--- src/rtl/alu_pkg.sv ---
package alu_pkg;

  parameter int DATA_W = 8;
  parameter int NIB_W  = 4;
  parameter int OP_W   = 5;

  localparam logic [DATA_W-1:0] BCD_LO_FIX = 8'h06;
  localparam logic [DATA_W-1:0] BCD_HI_FIX = 8'h60;
  localparam logic [NIB_W-1:0]  BCD_MAX    = 4'd9;

  typedef enum logic [OP_W-1:0] {
    OP_ADD = 5'd0,  OP_ADC = 5'd1,  OP_SUB = 5'd2,  OP_SBB = 5'd3,
    OP_AND = 5'd4,  OP_XOR = 5'd5,  OP_OR  = 5'd6,  OP_CMP = 5'd7,
    OP_INC = 5'd8,  OP_DEC = 5'd9,  OP_RLC = 5'd10, OP_RRC = 5'd11,
    OP_RAL = 5'd12, OP_RAR = 5'd13, OP_CMA = 5'd14, OP_CMC = 5'd15,
    OP_STC = 5'd16, OP_DAA = 5'd17
  } aluOp_e;

  typedef enum logic [2:0] {
    U_NONE, U_ADD, U_LOGIC, U_ROT, U_CMA, U_DAA
  } unit_e;

  typedef enum logic [1:0] { ROT_LC, ROT_RC, ROT_LT, ROT_RT } rot_e;

  typedef enum logic [1:0] { CY_KEEP, CY_UNIT, CY_FLIP, CY_SET } cyMode_e;

  typedef enum logic [1:0] { LG_AND, LG_XOR, LG_OR } logic_e;

  typedef struct packed {
    logic    fire;
    unit_e   unit;
    logic    constOne;
    logic    invertB;
    logic    useCarry;
    logic_e  logicOp;
    rot_e    rot;
    cyMode_e cyMode;
    logic    updAc;
    logic    updZsp;
    logic    wrAcc;
  } strobe_t;

endpackage

--- src/rtl/accum_alu_ctrl.sv ---
module accum_alu_ctrl
  import alu_pkg::*;
(
  input  logic            opValid,
  input  logic [OP_W-1:0] opCode,
  output strobe_t         str
);

  always_comb begin
    str          = '0;
    str.unit     = U_NONE;
    str.logicOp  = LG_AND;
    str.rot      = ROT_LC;
    str.cyMode   = CY_KEEP;
    str.fire     = opValid;
    if (opValid) begin
      case (opCode)
        OP_ADD, OP_ADC: begin
          str.unit     = U_ADD;
          str.useCarry = (opCode == OP_ADC);
          str.cyMode   = CY_UNIT;
          str.updAc    = 1'b1;
          str.updZsp   = 1'b1;
          str.wrAcc    = 1'b1;
        end
        OP_SUB, OP_SBB, OP_CMP: begin
          str.unit     = U_ADD;
          str.invertB  = 1'b1;
          str.useCarry = (opCode == OP_SBB);
          str.cyMode   = CY_UNIT;
          str.updAc    = 1'b1;
          str.updZsp   = 1'b1;
          str.wrAcc    = (opCode != OP_CMP);
        end
        OP_AND, OP_XOR, OP_OR: begin
          str.unit    = U_LOGIC;
          str.logicOp = (opCode == OP_AND) ? LG_AND :
                        (opCode == OP_XOR) ? LG_XOR : LG_OR;
          str.cyMode  = CY_UNIT;
          str.updAc   = 1'b1;
          str.updZsp  = 1'b1;
          str.wrAcc   = 1'b1;
        end
        OP_INC, OP_DEC: begin
          str.unit     = U_ADD;
          str.constOne = 1'b1;
          str.invertB  = (opCode == OP_DEC);
          str.updAc    = 1'b1;
          str.updZsp   = 1'b1;
          str.wrAcc    = 1'b1;
        end
        OP_RLC, OP_RRC, OP_RAL, OP_RAR: begin
          str.unit   = U_ROT;
          str.rot    = (opCode == OP_RLC) ? ROT_LC :
                       (opCode == OP_RRC) ? ROT_RC :
                       (opCode == OP_RAL) ? ROT_LT : ROT_RT;
          str.cyMode = CY_UNIT;
          str.wrAcc  = 1'b1;
        end
        OP_CMA: begin
          str.unit  = U_CMA;
          str.wrAcc = 1'b1;
        end
        OP_CMC: str.cyMode = CY_FLIP;
        OP_STC: str.cyMode = CY_SET;
        OP_DAA: begin
          str.unit   = U_DAA;
          str.cyMode = CY_UNIT;
          str.updAc  = 1'b1;
          str.updZsp = 1'b1;
          str.wrAcc  = 1'b1;
        end
        default: ;
      endcase
    end
  end

endmodule

--- src/rtl/accum_alu_dp.sv ---
module accum_alu_dp
  import alu_pkg::*;
(
  input  logic              clk,
  input  logic              rstN,
  input  strobe_t           str,
  input  logic [DATA_W-1:0] accIn,
  input  logic [DATA_W-1:0] operand,
  output logic [DATA_W-1:0] accOut,
  output logic              accWe,
  output logic [DATA_W-1:0] flags
);

  localparam int TOP = DATA_W - 1;

  logic [DATA_W-1:0] accQ;
  logic              weQ, cyQ, zQ, sQ, pQ, acQ;

  // adder path shared by add, subtract, compare, increment, decrement
  logic [DATA_W-1:0] bSrc, bEff;
  logic              cinRaw, cin;
  logic [DATA_W:0]   sumWide;
  logic [NIB_W:0]    nibSum;
  logic              addCy, addAc;

  always_comb begin
    bSrc    = str.constOne ? DATA_W'(1) : operand;
    bEff    = str.invertB ? ~bSrc : bSrc;
    cinRaw  = str.useCarry & cyQ;
    cin     = str.invertB ? ~cinRaw : cinRaw;
    sumWide = {1'b0, accIn} + {1'b0, bEff} + {{DATA_W{1'b0}}, cin};
    nibSum  = {1'b0, accIn[NIB_W-1:0]} + {1'b0, bEff[NIB_W-1:0]} + {{NIB_W{1'b0}}, cin};
    addAc   = nibSum[NIB_W];
    addCy   = str.invertB ? ~sumWide[DATA_W] : sumWide[DATA_W];
  end

  // bitwise path
  logic [DATA_W-1:0] logicRes;
  always_comb begin
    case (str.logicOp)
      LG_AND:  logicRes = accIn & operand;
      LG_XOR:  logicRes = accIn ^ operand;
      default: logicRes = accIn | operand;
    endcase
  end

  // rotate path
  logic [DATA_W-1:0] rotRes;
  logic              rotCy;
  always_comb begin
    case (str.rot)
      ROT_LC: begin rotRes = {accIn[TOP-1:0], accIn[TOP]}; rotCy = accIn[TOP]; end
      ROT_RC: begin rotRes = {accIn[0], accIn[TOP:1]};     rotCy = accIn[0];   end
      ROT_LT: begin rotRes = {accIn[TOP-1:0], cyQ};        rotCy = accIn[TOP]; end
      default: begin rotRes = {cyQ, accIn[TOP:1]};         rotCy = accIn[0];   end
    endcase
  end

  // decimal adjust path
  logic              fixLo, fixHi;
  logic [DATA_W-1:0] daaAdj, daaRes;
  logic [NIB_W:0]    daaNib;
  always_comb begin
    fixLo  = (accIn[NIB_W-1:0] > BCD_MAX) | acQ;
    fixHi  = (accIn[TOP:NIB_W] > BCD_MAX) |
             ((accIn[TOP:NIB_W] == BCD_MAX) & (accIn[NIB_W-1:0] > BCD_MAX)) | cyQ;
    daaAdj = (fixLo ? BCD_LO_FIX : '0) | (fixHi ? BCD_HI_FIX : '0);
    daaRes = accIn + daaAdj;
    daaNib = {1'b0, accIn[NIB_W-1:0]} + {1'b0, daaAdj[NIB_W-1:0]};
  end

  // result and flag selection
  logic [DATA_W-1:0] resV;
  logic              unitCy, unitAc;
  always_comb begin
    resV   = accIn;
    unitCy = cyQ;
    unitAc = acQ;
    case (str.unit)
      U_ADD:   begin resV = sumWide[DATA_W-1:0]; unitCy = addCy; unitAc = addAc; end
      U_LOGIC: begin resV = logicRes; unitCy = 1'b0; unitAc = 1'b0; end
      U_ROT:   begin resV = rotRes; unitCy = rotCy; end
      U_CMA:   resV = ~accIn;
      U_DAA:   begin resV = daaRes; unitCy = fixHi; unitAc = daaNib[NIB_W]; end
      default: ;
    endcase
  end

  always_ff @(posedge clk) begin
    if (!rstN) begin
      accQ <= '0;
      weQ  <= 1'b0;
      cyQ  <= 1'b0;
      zQ   <= 1'b0;
      sQ   <= 1'b0;
      pQ   <= 1'b0;
      acQ  <= 1'b0;
    end else begin
      weQ <= str.fire & str.wrAcc;
      if (str.fire) begin
        if (str.wrAcc) accQ <= resV;
        if (str.updZsp) begin
          zQ <= (resV == '0);
          sQ <= resV[TOP];
          pQ <= ~^resV;
        end
        if (str.updAc) acQ <= unitAc;
        case (str.cyMode)
          CY_UNIT: cyQ <= unitCy;
          CY_FLIP: cyQ <= ~cyQ;
          CY_SET:  cyQ <= 1'b1;
          default: ;
        endcase
      end
    end
  end

  assign accOut = accQ;
  assign accWe  = weQ;
  assign flags  = {sQ, zQ, 1'b0, acQ, 1'b0, pQ, 1'b1, cyQ};

  AST_ZSP_FOLLOW_RESULT: assert property (@(posedge clk) disable iff (!rstN)
    (str.fire && str.updZsp && str.wrAcc) |=>
      (zQ == (accQ == '0)) && (sQ == accQ[TOP]) && (pQ == ~^accQ));

  AST_IDLE_HOLDS_STATE: assert property (@(posedge clk) disable iff (!rstN)
    !str.fire |=> !weQ && $stable(cyQ) && $stable(zQ) && $stable(sQ)
                 && $stable(pQ) && $stable(acQ) && $stable(accQ));

  AST_ROTATE_ONLY_CY: assert property (@(posedge clk) disable iff (!rstN)
    (str.fire && str.unit == U_ROT) |=>
      $stable(zQ) && $stable(sQ) && $stable(pQ) && $stable(acQ));

endmodule

--- src/rtl/accum_alu.sv ---
module accum_alu
  import alu_pkg::*;
(
  input  logic              clk,
  input  logic              rstN,
  input  logic              opValid,
  input  logic [OP_W-1:0]   opCode,
  input  logic [DATA_W-1:0] accIn,
  input  logic [DATA_W-1:0] operand,
  output logic [DATA_W-1:0] accOut,
  output logic              accWe,
  output logic [DATA_W-1:0] flags
);

  strobe_t str;

  accum_alu_ctrl u_ctrl (
    .opValid (opValid),
    .opCode  (opCode),
    .str     (str)
  );

  accum_alu_dp u_dp (
    .clk     (clk),
    .rstN    (rstN),
    .str     (str),
    .accIn   (accIn),
    .operand (operand),
    .accOut  (accOut),
    .accWe   (accWe),
    .flags   (flags)
  );

  AST_CMP_NO_WRITE: assert property (@(posedge clk) disable iff (!rstN)
    (opValid && opCode == OP_CMP) |=> !accWe);

  AST_LOGIC_CLEARS_CY: assert property (@(posedge clk) disable iff (!rstN)
    (opValid && (opCode == OP_AND || opCode == OP_XOR || opCode == OP_OR))
      |=> (flags[0] == 1'b0) && (flags[4] == 1'b0));

  AST_INCDEC_KEEP_CY: assert property (@(posedge clk) disable iff (!rstN)
    (opValid && (opCode == OP_INC || opCode == OP_DEC)) |=> $stable(flags[0]));

  AST_STC_SETS_CY: assert property (@(posedge clk) disable iff (!rstN)
    (opValid && opCode == OP_STC) |=> flags[0] && !accWe);

  AST_CMA_INVERTS: assert property (@(posedge clk) disable iff (!rstN)
    (opValid && opCode == OP_CMA) |=> accWe && (accOut == ~$past(accIn)) && $stable(flags));

  AST_WE_PULSE_NEEDS_OP: assert property (@(posedge clk) disable iff (!rstN)
    !opValid |=> !accWe);

endmodule

--- config.mk ---
export PLATFORM = sky130hd
export DESIGN_NAME = accum_alu
export DESIGN_NICKNAME = d
export VERILOG_FILES = /design/src/rtl/alu_pkg.sv /design/src/rtl/accum_alu_ctrl.sv /design/src/rtl/accum_alu_dp.sv /design/src/rtl/accum_alu.sv
export SDC_FILE = /design/constraint.sdc
export NUM_CORES = 1
export LEC_CHECK = 0
export CAP_MARGIN = 10
export CORE_MARGIN = 2
export CORE_UTILIZATION = 27
export CTS_BUF_LIST = sky130_fd_sc_hd__clkbuf_4 sky130_fd_sc_hd__clkbuf_8
export DETAILED_ROUTE_END_ITERATION = 6
export SYNTH_ARGS = -nofsm -noshare
export SYNTH_HDL_FRONTEND = slang
export SYNTH_SLANG_ARGS = --single-unit
--- constraint.sdc ---
create_clock -name clk -period 5.83 [get_ports clk]
set_input_delay 0.583 -clock clk [delete_from_list [all_inputs] [get_ports clk]]
set_output_delay 0.583 -clock clk [all_outputs]
set_load 0.05 [all_outputs]
# [Word-level counts from Yosys, hierarchy flattened]
# Cells that the tools add are included.
[totals] regBits=14 elab_cells=110 input_bits=24 out_inout_bits=17
[op_classes] n_reduce_logical=21 mux=28 addsub=6 bitwise=15 n_eq_ne=31 magnitude_cmp=2
[ops] operator="$eq A5 B4 Y1 const B" count=8
[ops] operator="$pmux W8 S5" count=1
[ops] operator="$reduce_or A13 Y1" count=2
[ops] operator="$pmux W8 S3" count=1
[ops] operator="$eq A5 B3 Y1 const B" count=4
[ops] operator="$mux W8" count=2
[ops] operator="$not A8 Y8" count=2
[ops] operator="$or A8 B8 Y8" count=2
[ops] operator="$pmux W8 S2" count=1
[ops] operator="$mux W15" count=1
[ops] operator="$pmux W3 S5" count=1
[ops] operator="$mux W2" count=7
[ops] operator="$reduce_or A11 Y1" count=1
[ops] operator="$add A4 B4 Y5" count=2
[ops] operator="$eq A5 B2 Y1 const B" count=2
[ops] operator="$eq A5 B5 Y1 const B" count=2
[ops] operator="$add A8 B8 Y9" count=1
[ops] operator="$add A9 B1 Y9" count=1
[ops] operator="$add A8 B8 Y8" count=1
[ops] operator="$and A8 B8 Y8" count=1
[ops] operator="$gt A4 B4 Y1 const B" count=2
[ops] operator="$logic_not A8 Y1" count=1
[ops] operator="$reduce_xnor A8 Y1" count=1
[ops] operator="$xor A8 B8 Y8" count=1
[ops] operator="other kinds (29)" count=55

# [Depth between registers and ports, before layout]
# Gate-level depths: netlist of the first run.
[logic_depth] word_depth=15 ltp_mapped=19 ltp_nobuf=17

# [Modules after synthesis]
# Synthesis of the first run repeated with hierarchy kept, for this count alone.
[hier_totals] hier_cells=368 hier_area_um2=2716.4
[by_module_without_submodules] mod="accum_alu_dp" cells_each=315 seq_area_each_um2=280.3 instances=1 area_per_inst_um2=2398.6
[by_module_without_submodules] mod="accum_alu_ctrl" cells_each=53 seq_area_each_um2=0.0 instances=1 area_per_inst_um2=317.8

# [Worst setup path before layout of the first run]
# No wires, ideal clock.
[synth_path] path_type="input to register" startpoint="input port opCode[1]" endpoint="register u_dp.pQ" path_slack_ns=1.868 stages=19 setup_ns=0.114 arrival_ns=3.847 required_time_ns=5.716 path_buffers=3 cell_sequence="buf_6 buf_2 nor2b_1 o21ai_0 a21oi_1 buf_2 xnor2_1 fa_1 fa_1 a21oi_1 o22ai_1 nor2_1 xnor2_1 a211oi_1 ha_1 xnor2_1 xnor2_1 mux2i_1 nor2_1"
[synth_between] elab_chain_len=11 elab_cells_between_ends=59 cone_classes="add/sub (2); eq/ne (23); mux (19); bitwise (3); reduce/logical (12)"
[synth_rtl] item="start, declared" line="accum_alu.sv:7" text="input logic [OP_W-1:0] opCode,"
[synth_rtl] item="$eq A5 B4 Y1, on equally long branches" line="accum_alu_ctrl.sv:17, accum_alu_ctrl.sv:47"
[synth_rtl] item="$reduce_or A2 Y1"
[synth_rtl] item="$mux W1" line="accum_alu_ctrl.sv:17" text="case (opCode)"
[synth_rtl] item="$mux W15 (*)" line="accum_alu_ctrl.sv:16" text="if (opValid) begin"
[synth_rtl] item="$mux W8" line="accum_alu_dp.sv:27" text="bSrc = str.constOne ? DATA_W'(1) : operand;"
[synth_rtl] item="$not A8 Y8" line="accum_alu_dp.sv:28" text="bEff = str.invertB ? ~bSrc : bSrc;"
[synth_rtl] item="$mux W8" line="accum_alu_dp.sv:28"
[synth_rtl] item="$add A8 B8 Y9" line="accum_alu_dp.sv:31" text="sumWide = {1'b0, accIn} + {1'b0, bEff} + {{DATA_W{1'b0}}, cin};"
[synth_rtl] item="$add A9 B1 Y9" line="accum_alu_dp.sv:31"
[synth_rtl] item="$pmux W8 S5" line="accum_alu_dp.sv:79" text="case (str.unit)"
[synth_rtl] item="$reduce_xnor A8 Y1" line="accum_alu_dp.sv:105" text="pQ <= ~^resV;"
[synth_rtl] item="end signal, assigned" line="accum_alu_dp.sv:105"
[synth_rtl] item="end, declared" line="accum_alu_dp.sv:17" text="logic weQ, cyQ, zQ, sQ, pQ, acQ;"
# Every way passes the cells marked *; elsewhere a longest branch is shown, timed or not.
# A chain may end at the register's enable or synchronous reset.

# [Worst setup path after layout of the first run]
# Same ends and word-level chain as after synthesis.

==> results_dict.tcl, run 1 <==
set metrics [dict create \
    highest_layer "met4" \
    nets 414 \
    synthDominantCellAreaShare_pct 15.2 \
    grt_usage_pct 15.2 \
    synth_compound_area_share_pct 28.4 \
    die_y_um 101 \
    sw_frac_of_total_pct 42.0 \
    synth_fa_ha_area_share_pct 17.6 \
    clockBufferDepth 2 \
    vias_per_cell 5.49 \
    gp_congestion 0.926 \
    slew_violations 0 \
    syn_to_final_growth_pct 16.6 \
    cts_tree "done" \
    avgSynthCellArea_um2 7.54 \
    ys_warn_count 0 \
    wl_met2_mm 3.63 \
    initial_core_util_pct 27.7 \
    startpoint_type "primary input" \
    yosys-top-cells-area "ha_1 (15%), dfxtp_1 (11%), xnor2_1 (6.9%), a21oi_1 (6.1%), mux2i_1 (5.9%)" \
    r2r_cells 17 \
    grt_antenna_before_repair 0 \
    clk_pin_slew_worst_paths_ns 0.05 \
    leakage_nw 1.20 \
    hold_buffers 0 \
    grt_max_degree 32 \
    grt_pass1_vias 2434 \
    root_buffer "clkbuf_8" \
    worstPathRequired_ns 6.01 \
    synth.largest_area_cell "ha_1" \
    cts_made_buffers 3 \
    crit_arrival_ns 4.90 \
    cts_resized 0 \
    final_common_cell "clkdlybuf4s50_1" \
    io_pins 41 \
    clock_sinks 14 \
    synth-seq-cells 14 \
    slew_headroom_pct 55.2 \
    port_buffers 37 \
    finalSetupViolCount 0 \
    worst_slew_pin_slew_ns 0.673 \
    muxShareOfSynthArea_pct 5.89 \
    die_area_um2 10200 \
    status "finished, final reports clean" \
    max_freq_mhz 212 \
    firstDrtPassIters 5 \
    route.vias.total 2560 \
    pwr-share-seq_pct 23.1 \
    ant_nets 0 \
    worstSetupEndpointType "register" \
    irDropWorstVdd_uv 78.3 \
    fin_ws_ns 1.11 \
    grt_pass1_wl_mm 12.5 \
    wl_met3_um 491 \
    hold_class "reg -> reg" \
    synth_edf_count 0 \
    power_frac_comb_pct 57.2 \
    power.total_mw 0.468 \
    synth_top_family_by_area "compound AO/OA/AOI/OAI gates" \
    fin_skew_ns 0.00224 \
    h-tree-depth 1 \
    powerDensity_nw_per_um2 157 \
    fin_setup_tns_ns 0 \
    mostFrequentLayoutCells "clkdlybuf4s50_1 (37), a21oi_1 (31), ha_1 (31)" \
    netlist_area_um2 2550 \
    hpwlAfterDp_mm 6.07 \
    routed_wl_mm 7.72 \
    yosysUniqueCellTypes 58 \
    hold_depth 2 \
    m1WireLength_mm 3.46 \
    intPower_mw 0.271 \
    switchingPower_mw 0.196 \
    fin_crit_ns 4.72 \
    wl_per_cell_um 16.6 \
    async_flop_share_pct 0 \
    ys_seq_area_share_pct 11.0 \
    post-route-period-util_pct 80.9 \
    layout-drive-gt1-share_pct 5.92 \
    rows 35 \
    yosys.area_share.simple_pct 18.4 \
    dp_slack_ns 0.898 \
    cts_setup_buffers 0 \
    hold_viol_final 0 \
    drc 0 \
    fin_hold_ws_ns 0.510 \
    cp_max_fo 20 \
    drt-initial-drc-count 287 \
    fp.coreArea_um2 9200 \
    syn-instance-count 338 \
    synth_ff_type "dfxtp_1" \
    rsz0062_at_grt "false" \
    die_w_um 101 \
    n_antenna_cell 0 \
    insertion_delay_ns 0.24 \
    cap_violations 0 \
    synthXorXnorAreaFrac_pct 7.56 \
    grt_overflow 0 \
    critical_path_class "in -> reg" \
    pwr-share-clk_pct 19.7 \
]
area by class of cell:
type	instances	area, um2
repair buffers	41	400
well taps	111	139
multi-input cells	269	1990
fillers	983	6230
flip-flops and latches	14	280
inverters	27	101
clock buffers	4	55.1
critical path: stages:
cell and delay (ns):
clkdlybuf4s50_1 0.82, buf_4 0.34, nor2_1 0.12, a31oi_1 0.28, xnor2_1 0.12, fa_1 0.45
fa_1 0.43, a21oi_1 0.20, o22ai_1 0.13, nor2_1 0.12, xnor2_1 0.07, a211oi_1 0.39
ha_1 0.32, xnor2_1 0.19, xnor2_1 0.14, mux2i_1 0.09, nor2_1 0.09
metrics by stage:
step                area (um2)  std cells  util [%]
floorplan                 2550        339         -
detailed placement        2920        462      31.7
global route              2970        466      32.3
global placement          2920        462      31.7
CTS                       2970        466      32.3
finish                    2970        466      32.3
kinds of logic (layout without fill, tap and decap cells):
group           Yosys count  count (layout)
other cells               2               3
compound gates          106             106
xor+xnor                 22              22
simple gates             89              89
fa+ha+maj                34              34
buf+inv                  56              72
mux                      15              15
flops                    14              14
cells in the mapped netlist (2+ instances only):
cell type	instances
buf_6	2
a22oi_1	3
xnor2_1	20
nand3b_1	3
nor3b_1	2
o211a_1	5
o211ai_1	3
nor2b_1	8
nor3_1	4
o221ai_1	2
a21o_1	2
inv_1	27
and2_1	3
o21ai_0	22
dfxtp_1	14
a32oi_1	2
ha_1	31
a21oi_1	31
buf_2	11
fa_1	3
nand2_1	23
xor2_1	2
a211oi_1	7
o22ai_1	5
a221oi_2	2
mux2i_1	15
clkbuf_1	5
nand3_1	8
nor4b_2	2
o21a_1	2
a31oi_1	5
nor2_1	23
buf_4	10
conb_1	2
o2111ai_1	2
nand2b_1	5
power by group through the flow:
stage	Sequential (mW)	Combinational [mW]	Clock, mW
finish	0.108	0.268	0.0920
global route	0.109	0.293	0.0980
CTS	0.108	0.266	0.0946
detailed placement	0.110	0.265	0
global placement	0.110	0.262	0
floorplan	0.127	0.177	0
routing by layer:
layer,track usage [%],vias to the layer above
met5,0,-
li1,-,1232
met4,2.70,0
met2,25.7,96
met1,20.8,1220
met3,2.48,12
state kept, by name (all words and copies together), names as in the netlist:
signal       flops
u_dp.accWe       1
u_dp.pQ          1
u_dp.acQ         1
u_dp.zQ          1
u_dp.accOut      8
u_dp.sQ          1
u_dp.cyQ         1
path summary, 6_finish.rpt:
kind | from | slack (ns) | endpoint
min reg2reg | u_dp.pQ$_SDFFE_PN0P_ | 0.51 | u_dp.pQ$_SDFFE_PN0P_
min | u_dp.pQ$_SDFFE_PN0P_ | 0.51 | u_dp.pQ$_SDFFE_PN0P_
max reg2reg | u_dp.cyQ$_SDFFE_PN0P_ | 2.25 | u_dp.pQ$_SDFFE_PN0P_
max | opCode[1] | 1.11 | u_dp.pQ$_SDFFE_PN0P_
(Power assumes the default switching activity.)
==> run 2: changes to the inputs <==
==> constraint.sdc (replaced) <==
create_clock -name clk -period 3.9 [get_ports clk]
set_input_delay 0.39 -clock clk [delete_from_list [all_inputs] [get_ports clk]]
set_output_delay 0.39 -clock clk [all_outputs]
set_load 0.05 [all_outputs]
==> results_dict.tcl, run 2 (same netlist as run 1, synthesis figures left out) <==
set metrics [dict create \
    status "finished, final reports clean" \
    clockBufferDepth 2 \
    pwr-share-clk_pct 15.3 \
    slew_violations 0 \
    cp_slowest_cell "clkdlybuf4s50_1" \
    syn_to_final_growth_pct 35.3 \
    worstPathRequired_ns 4.04 \
    nets 464 \
    cts_made_buffers 3 \
    die_y_um 101 \
    grt_overflow 0 \
    mostFrequentLayoutCells "buf_4 (51), clkdlybuf4s50_1 (35), ha_1 (30)" \
    cp_max_fo 3 \
    root_buffer "clkbuf_8" \
    hold_viol_final 0 \
    worstSetupEndpointType "register" \
    initial_core_util_pct 27.7 \
    clock_sinks 14 \
    final_common_cell "buf_4" \
    h-tree-depth 1 \
    port_buffers 37 \
    slew_headroom_pct 62.7 \
    grt_pass1_vias 2603 \
    route.vias.total 2704 \
    largest_reg_flops 8 \
    power.total_mw 0.765 \
    leakage_nw 1.49 \
    crit-reg2reg-launch "u_dp.cyQ$_SDFFE_PN0P_" \
    grt_max_degree 29 \
    insertion_delay_ns 0.25 \
    dp_slack_ns -0.374 \
    grt_usage_pct 15.8 \
    post-route-period-util_pct 94.6 \
    intPower_mw 0.448 \
    finalSetupViolCount 0 \
    cp_slowest_stage_delay_ns 0.53 \
    worstSetupStartpoint "opCode[1]" \
    drt-initial-drc-count 127 \
    grt_pass1_wl_mm 13.0 \
    hpwlAfterDp_mm 6.29 \
    layout-drive-gt1-share_pct 21.8 \
    crit_chain "clkdlybuf4s50_1 > nor2b_4 > o21ai_1 > a21oi_4 > xnor2_2 > fa_2 > fa_2 > a21oi_2 > nor2b_1 > nor2_2 > xnor2_1 > a211oi_2 > ha_1 > xnor2_2 > xnor2_1 > mux2i_1 > nor2_1" \
    pwr-share-seq_pct 21.1 \
    critical_path_class "in -> reg" \
    hold_class "reg -> reg" \
    cap_violations 0 \
    final_core_util_pct 37.5 \
    fin_setup_tns_ns 0 \
    wl_per_cell_um 15.8 \
    min-delay-start "u_dp.accOut[5]$_SDFFE_PN0P_" \
    die_w_um 101 \
    sw_frac_of_total_pct 41.4 \
    drc 0 \
    die_area_um2 10200 \
    cts_tree "done" \
    routed_wl_mm 8.14 \
    crit_arrival_ns 3.83 \
    max_freq_mhz 271 \
    n_antenna_cell 0 \
    irDropWorstVdd_uv 100 \
    firstDrtPassIters 4 \
    rows 35 \
    clk_pin_slew_worst_paths_ns 0.06 \
    ant_nets 0 \
    powerDensity_nw_per_um2 222 \
    vias_per_cell 5.25 \
    fin_ws_ns 0.209 \
    switchingPower_mw 0.317 \
    gp_congestion 0.932 \
    fin_crit_ns 3.69 \
    fin_skew_ns 0.00319 \
    power_frac_comb_pct 63.6 \
    startpoint_type "primary input" \
    fp.coreArea_um2 9200 \
    grt_antenna_before_repair 0 \
    worst_slew_pin_slew_ns 0.559 \
    io_pins 41 \
]
[run 2: critical path, delay by kind of cell]
kind | cells | cell delay [ns]
adder cells (fa/ha/maj) | 3 | 1.07
buffers and inverters | 1 | 0.53
AND/OR/NAND/NOR | 4 | 0.47
AO/OA/AOI/OAI | 4 | 0.76
XOR/XNOR | 4 | 0.47
multiplexers | 1 | 0.13
[run 2: power groups by stage]
stage / registers (mW) / logic (mW) / clock network [mW]
after floorplan: 0.189 / 0.265 / 0
after global placement: 0.165 / 0.439 / 0
after detailed placement: 0.165 / 0.442 / 0
after CTS: 0.162 / 0.446 / 0.121
after global routing: 0.164 / 0.530 / 0.129
final: 0.162 / 0.486 / 0.117
[run 2: per-layer routing]
metal | wire length (um) | vias up | GRT usage (%) | share of wire, %
li1 | - | 1334 | - | -
met1 | 3690 | 1286 | 21.3 | 45
met2 | 3960 | 67 | 26.6 | 49
met3 | 322 | 17 | 2.07 | 4.0
met4 | 176 | 0 | 4.16 | 2.2
met5 | 0 | - | 0 | 0
[run 2: path summary, 6_finish.rpt]
check                           endpoint  slack, ns  cells past startpoint
max                 u_dp.pQ$_SDFFE_PN0P_       0.21                     17
min reg2reg  u_dp.accOut[5]$_SDFFE_PN0P_       0.51                      1
min          u_dp.accOut[5]$_SDFFE_PN0P_       0.51                      1
max reg2reg         u_dp.pQ$_SDFFE_PN0P_       0.63                     17
[run 2: metrics by stage]
stage	hold slack, ns	cell area [um2]	std cells
floorplan	0.462	2550	339
finish	0.506	3450	515
detailed placement	0.494	3220	503
CTS	0.516	3280	506
global placement	0.490	3220	503
global route	0.536	3450	515
[run 2: area by class of cell]
| class | instances | area, um2 |
|---|---|---|
| clock buffer | 3 | 41.3 |
| fill | 953 | 5750 |
| inverter | 27 | 101 |
| multi-input combinational | 269 | 2090 |
| sequential | 14 | 280 |
| tap | 111 | 139 |
| timing repair buffer | 91 | 792 |
[run 2: repair_timing]
| action | 4_1_cts | 5_1_grt |
|---|---|---|
| endpoints found under the hold margin | 0 | 0 |
| resized for setup | 3 | 26 |
| endpoints found under the setup margin | 1 | 2 |
| setup buffers | 0 | 9 |
| cloned | 0 | 0 |
| hold buffers | 0 | 0 |
| pin swaps | 1 | 10 |
